[config.mk]
export PLATFORM = sky130hd
export DESIGN_NAME = lps_if_ctrl
export DESIGN_NICKNAME = d
export VERILOG_FILES = /design/src/rtl/lps_if_ctrl.sv
export SDC_FILE = /design/constraint.sdc
export NUM_CORES = 1
export LEC_CHECK = 0
export BUFFER_PORTS_ARGS = -buffer_cell sky130_fd_sc_hd__buf_2
export CAP_MARGIN = 10
export CELL_PAD_IN_SITES_DETAIL_PLACEMENT = 1
export CELL_PAD_IN_SITES_GLOBAL_PLACEMENT = 1
export CORE_MARGIN = 5
export CORE_UTILIZATION = 36
export CTS_CLUSTER_DIAMETER = 80
export DETAILED_ROUTE_END_ITERATION = 8
export PLACE_DENSITY_LB_ADDON = 0.1
export SLEW_MARGIN = 20
export SYNTH_ARGS = -nofsm -noshare
export SYNTH_HDL_FRONTEND = slang
export SYNTH_SLANG_ARGS = --single-unit
export TNS_END_PERCENT = 30
[constraint.sdc]
create_clock -name clk -period 2.1 [get_ports clk]
set_input_delay 0.42 -clock clk [delete_from_list [all_inputs] [get_ports clk]]
set_output_delay 0.42 -clock clk [all_outputs]
set_load 0.01 [all_outputs]
[src/rtl/lps_if_ctrl.sv]
module lps_if_ctrl #(
  parameter int RST_CYC = 300,
  parameter int DIS_CYC = 6250,
  parameter int PRE_LOW = 7,
  parameter int AC_SLOT = 3
) (
  input  logic       clk,
  input  logic       rst_n,
  input  logic       lps_i,
  input  logic       ac_mode_i,
  input  logic       keep_clk_i,
  input  logic       rx_busy_i,
  input  logic [1:0] ctl_i,
  input  logic [7:0] d_i,
  output logic [1:0] ctl_o,
  output logic [7:0] d_o,
  output logic       out_oe_o,
  output logic       sclk_en_o,
  output logic       flush_o,
  output logic       stat_sup_o,
  output logic [1:0] state_o
);
  localparam int CW = $clog2(DIS_CYC + 1);
  localparam int SW = $clog2(PRE_LOW + 1);

  typedef enum logic [1:0] {ST_ACT = 2'd0, ST_RST = 2'd1, ST_DIS = 2'd2, ST_REN = 2'd3} st_e;

  st_e           st, st_n;
  logic          s1, lps_s;
  logic [CW-1:0] lo_cnt;
  logic [SW-1:0] seq;

  wire lo_rst   = !lps_s && (lo_cnt >= CW'(RST_CYC - 1));
  wire lo_dis   = !lps_s && (lo_cnt >= CW'(DIS_CYC - 1));
  wire pfx_step = (seq == SW'(PRE_LOW));

  always_comb begin
    st_n = st;
    case (st)
      ST_ACT: if (lo_rst) st_n = ST_RST;
      ST_RST: if (lps_s) st_n = ST_ACT;
              else if (lo_dis) st_n = ST_DIS;
      ST_DIS: if (lps_s) st_n = ST_REN;
      ST_REN: if (pfx_step && !rx_busy_i) st_n = ST_ACT;
      default: st_n = ST_DIS;
    endcase
  end

  always_ff @(posedge clk or negedge rst_n) begin
    if (!rst_n) begin
      s1      <= 1'b0;
      lps_s   <= 1'b0;
      lo_cnt  <= '0;
      st      <= ST_DIS;
      seq     <= '0;
      flush_o <= 1'b0;
    end else begin
      s1      <= lps_i;
      lps_s   <= s1;
      if (lps_s)                          lo_cnt <= '0;
      else if (lo_cnt != CW'(DIS_CYC - 1)) lo_cnt <= lo_cnt + 1'b1;
      st      <= st_n;
      if (st != ST_REN)  seq <= '0;
      else if (!pfx_step) seq <= seq + 1'b1;
      flush_o <= (st_n == ST_RST) && (st != ST_RST);
    end
  end

  always_comb begin
    ctl_o    = 2'b00;
    d_o      = 8'h00;
    out_oe_o = 1'b1;
    case (st)
      ST_ACT: begin
        ctl_o = ctl_i;
        d_o   = d_i;
      end
      ST_DIS: out_oe_o = !ac_mode_i;
      ST_REN: begin
        if (!ac_mode_i) begin
          if (pfx_step) begin
            ctl_o = 2'b10;
            d_o   = 8'hFF;
          end
        end else begin
          out_oe_o = (seq == SW'(AC_SLOT));
          if (pfx_step && rx_busy_i) begin
            ctl_o    = 2'b10;
            d_o      = 8'hFF;
            out_oe_o = 1'b1;
          end
        end
      end
      default: ;
    endcase
  end

  assign sclk_en_o  = (st != ST_DIS) || keep_clk_i;
  assign stat_sup_o = (st == ST_DIS);
  assign state_o    = st;


  flush_src_chk: assert property (@(posedge clk) disable iff (!rst_n)
    flush_o |-> (st == ST_RST) && ($past(st) == ST_ACT));

  flush_single_chk: assert property (@(posedge clk) disable iff (!rst_n)
    flush_o |=> !flush_o);

  dis_entry_chk: assert property (@(posedge clk) disable iff (!rst_n)
    (st == ST_DIS && $past(st) != ST_DIS) |-> $past(st) == ST_RST);

  ren_entry_chk: assert property (@(posedge clk) disable iff (!rst_n)
    (st == ST_REN && $past(st) != ST_REN) |-> ($past(st) == ST_DIS) && (seq == '0));

  ac_release_chk: assert property (@(posedge clk) disable iff (!rst_n)
    (st == ST_DIS && ac_mode_i) |-> !out_oe_o);

  ren_clk_chk: assert property (@(posedge clk) disable iff (!rst_n)
    (st == ST_REN) |-> sclk_en_o);

  act_hold_chk: assert property (@(posedge clk) disable iff (!rst_n)
    ($past(st) == ST_ACT && $past(lps_s)) |-> st == ST_ACT);
endmodule

==> reports/qor.csv <==
stage;metric;value;unit
run_status;status;finished, violations left;
run_status;failing checks;setup timing;
drt;DRT iter0 DRCs;40;
yosys;Yosys top cell area share;0.3759;
drt;Vias per Instance;5.157;
yosys;register area share after synthesis;0.3957;
clock_network;CTS clock-pin slew for the worst setup and hold paths;0.07;ns
setup_path;Required @ worst endpoint;1.68;ns
timing;final period utilization;1.005;
clock_network;clk_lat worst skew;0.26;ns
pwr;power density over the cells;428.0;nW/µm²
timing;Worst slew margin;0.6650;
setup_path;FF-to-FF Start;lo_cnt[0];
layout;commonest non-fill, non-tap cell in the layout;buf_2;
timing;final worst slack;-0.01007;ns
setup_path;delay-heaviest family, CP;flip-flops;
layout;Final Cell Area;1779;µm²
global_routing;initial antenna violation count;0;
die;die width;70.81;µm
global_routing;largest net degree at the start of global routing;22;
layout;most frequent cells in the layout;buf_2, dfrtp_1, nor2_1, buf_4, nand2_1;
setup_path;Worst Setup SP;state_o[1];
drt;final WL;3603;µm
clock_network;Clock Path Buffers;2;
timing;minimum clock period;2.110;ns
clock_network;Num CTS Buffers;3;
setup_path;critical path's slowest cell;dfstp_2;
setup_path;startpoint types;flip-flop;
yosys;Avg Inst Size Synth;9.375;µm²
placed_design;port buffer count;31;
setup_path;critical path type;flip-flop to output port;
timing;RSZ-0062 raised after global routing;yes;
yosys;cell area after synthesis;1331;µm²
yosys;Post-synth EDFFs;0;
drt;WL per Instance;15.33;µm
yosys;Primary FF master, synth;dfrtp_1;
die;io pins;32;
setup_path;cell mode on critical path;buf_6;
placed_design;dpl hpwl;2651;µm
yosys;Mapped Nets;168;
layout;area growth from synthesis to layout;33.65;%
pwr;P_leak;0.0008508;µW
yosys;leading area contributor after synthesis;dfrtp_1;
setup_path;crit path buf inv count;3;
yosys;ys async rst share;1.000;
clock_network;Sinks on Clock Net;21;
drt;Antenna Nets Post-Route;0;
clock_network;TritonCTS clock tree;built;
flow_run;max_cap viols;0;
layout;Final Non-Filler Cells;235;
setup_path;Crit Path Max Fanout;5;
yosys;Yosys warnings;0;
timing;final number of max-transition violations;0;
die;die area;5014;µm²
clock_network;CTS root buf;clkbuf_8;
timing;Final Skew;0.003063;ns
drt;# DRC;0;
worst_hold_path;HP Class;input port to async pin;
timing;setup TNS;-0.01007;ns
pwr;Tot Pwr;761.4;µW
placed_design;placed cell count;222;
layout;share of cells above drive strength 1;0.3583;
setup_path;R2R cell count;6;
setup_path;CP Capture Type;output port;
setup_path;critical path depth in cells;6;
die;die height;70.81;µm
setup_path;Worst EP arrival;1.69;ns
timing;Final setup viols;1;
layout;FILL cells;442;
die;Core ar.;3633;µm²
placed_design;Setup WS pre-CTS;0.1234;ns
clock_network;Max H-tree Level;1;
timing;Final Hold Vio Count;0;
timing;Slew @ Worst Pin;0.4986;ns
yosys;Synth cell types;36;
drt;via count;1212;
layout;layout net count;214;
global_routing;GRT overflow;0;
drt;1st-pass router iterations;4;
global_routing;first-pass GRT wire length;6023;µm
placed_design;placed cell areas;1570;µm²
placed_design;gpl congestion;0.8100;
global_routing;vias in the first global route;1263;
setup_path;crit-path max cell delay;0.55;ns
setup_path;worst setup path endpoint;d_o[0];
yosys;Post-Synthesis Cells;142;
yosys;Yosys reg bits;21;
yosys;top post-synthesis cells by area;dfrtp_1, ha_1, a21o_1;
setup_path;r2r setup slk;0.11;ns
die;cell row count;22;
pwr;Peak VDD IR;0.3598;mV
die;Starting Density;0.3664;
setup_path;Reg2Reg Capture Point;flush_o;
layout;ANT cells;0;
global_routing;gr usage total;0.1487;
setup_path;worst-path cell chain;inv_2, ha_4, nor3_4, buf_6, a21o_1, buf_6;
timing;fmax;0.4739;GHz
## stage by stage
| stage | hold WS [ns] | util |
|---|---|---|
| 2_1_floorplan | 0.1244 | - |
| 3_3_place_gp | 0.3414 | 0.4322 |
| 3_5_place_dp | 0.3388 | 0.4322 |
| 4_1_cts | 0.1231 | 0.4731 |
| 5_1_grt | 0.1465 | 0.4897 |
| 6_report | 0.1071 | 0.4897 |
## layer usage
metal | GRT usage | vias to the layer above | part of all wire | routed length [µm]
met4 | 0.06472 | 0 | 0.027 | 96
met3 | 0.01136 | 9 | 0.034 | 123
met5 | 0 | - | 0 | 0
met2 | 0.2441 | 30 | 0.46 | 1673
met1 | 0.2011 | 587 | 0.47 | 1709
li1 | - | 586 | - | -
## synthesized netlist by cell type, types with 2 or more instances
| library cell | number |
|---|---|
| a21o_1 | 9 |
| a21oi_1 | 6 |
| and2_1 | 3 |
| and3_1 | 3 |
| clkbuf_1 | 4 |
| dfrtp_1 | 20 |
| ha_1 | 10 |
| inv_1 | 6 |
| nand2_1 | 12 |
| nand2b_1 | 2 |
| nand3_1 | 7 |
| nor2_1 | 14 |
| nor2b_1 | 4 |
| nor3_1 | 3 |
| nor4_1 | 3 |
| o21ai_0 | 6 |
| xnor2_1 | 6 |
| xor2_1 | 6 |
## cell families (layout without fill, tap and decap cells)
| group | after synthesis | count (layout) | share of synthesized area |
|---|---|---|---|
| muxes | 2 | 2 | 0.01598 |
| and+or+nand+nor | 57 | 57 | 0.2190 |
| AOI/OAI and AO/OA | 29 | 29 | 0.1598 |
| DFF | 21 | 21 | 0.3957 |
| adders and majority gates | 10 | 10 | 0.09398 |
| buffers and inverters | 11 | 56 | 0.03665 |
| xor gates and xnor gates | 12 | 12 | 0.07895 |
## cell type report
cell class / count / area [µm²] / share of cell area
multi-input cells: 110 / 818.3 / 0.4599
flip-flops and latches: 21 / 528.0 / 0.2968
repair buffers: 46 / 301.5 / 0.1695
well taps: 48 / 60.06 / 0.03376
clock buffers: 4 / 45.04 / 0.02532
inverters: 6 / 26.28 / 0.01477
## sequential cells by signal, summed over array words and instances (netlist names)
register / flops
flush_o: 1
lo_cnt: 13
lps_s: 1
s1: 1
seq: 3
state_o: 2
## worst min path at each step
stage	to	slack, ns	depth (start not counted)
2_1_floorplan	flush_o	0.12	0
3_3_place_gp	lps_s	0.34	0
3_5_place_dp	lps_s	0.34	0
4_1_cts	flush_o	0.12	1
5_1_grt	lo_cnt[0]	0.15	1
6_report	lo_cnt[0]	0.11	1
## worst reg2reg max path, stage by stage (launching register included)
cell and delay (ns):
dfrtp_1 0.39, ha_1 0.22, or4_4 0.54, o221ai_2 0.17, nand2_1 0.09, o41ai_2 0.27
a311o_1 0.24
## power breakdown
| group | leakage (µW) | switching [µW] | internal (µW) | total, µW |
|---|---|---|---|---|
| sequential | 0.000281 | 6.14 | 411 | 417 |
| combinational | 0.000547 | 44.6 | 43.2 | 87.9 |
| clock | 0.0000228 | 122 | 135 | 257 |
## timing repair
item,CTS,global route
resized for setup,14,11
setup buffers,5,2
pin swaps,3,3
cloned,2,0
hold buffers,0,0
endpoints found under the setup margin,11,11
Note: power is estimated with default switching activity, not from simulation.
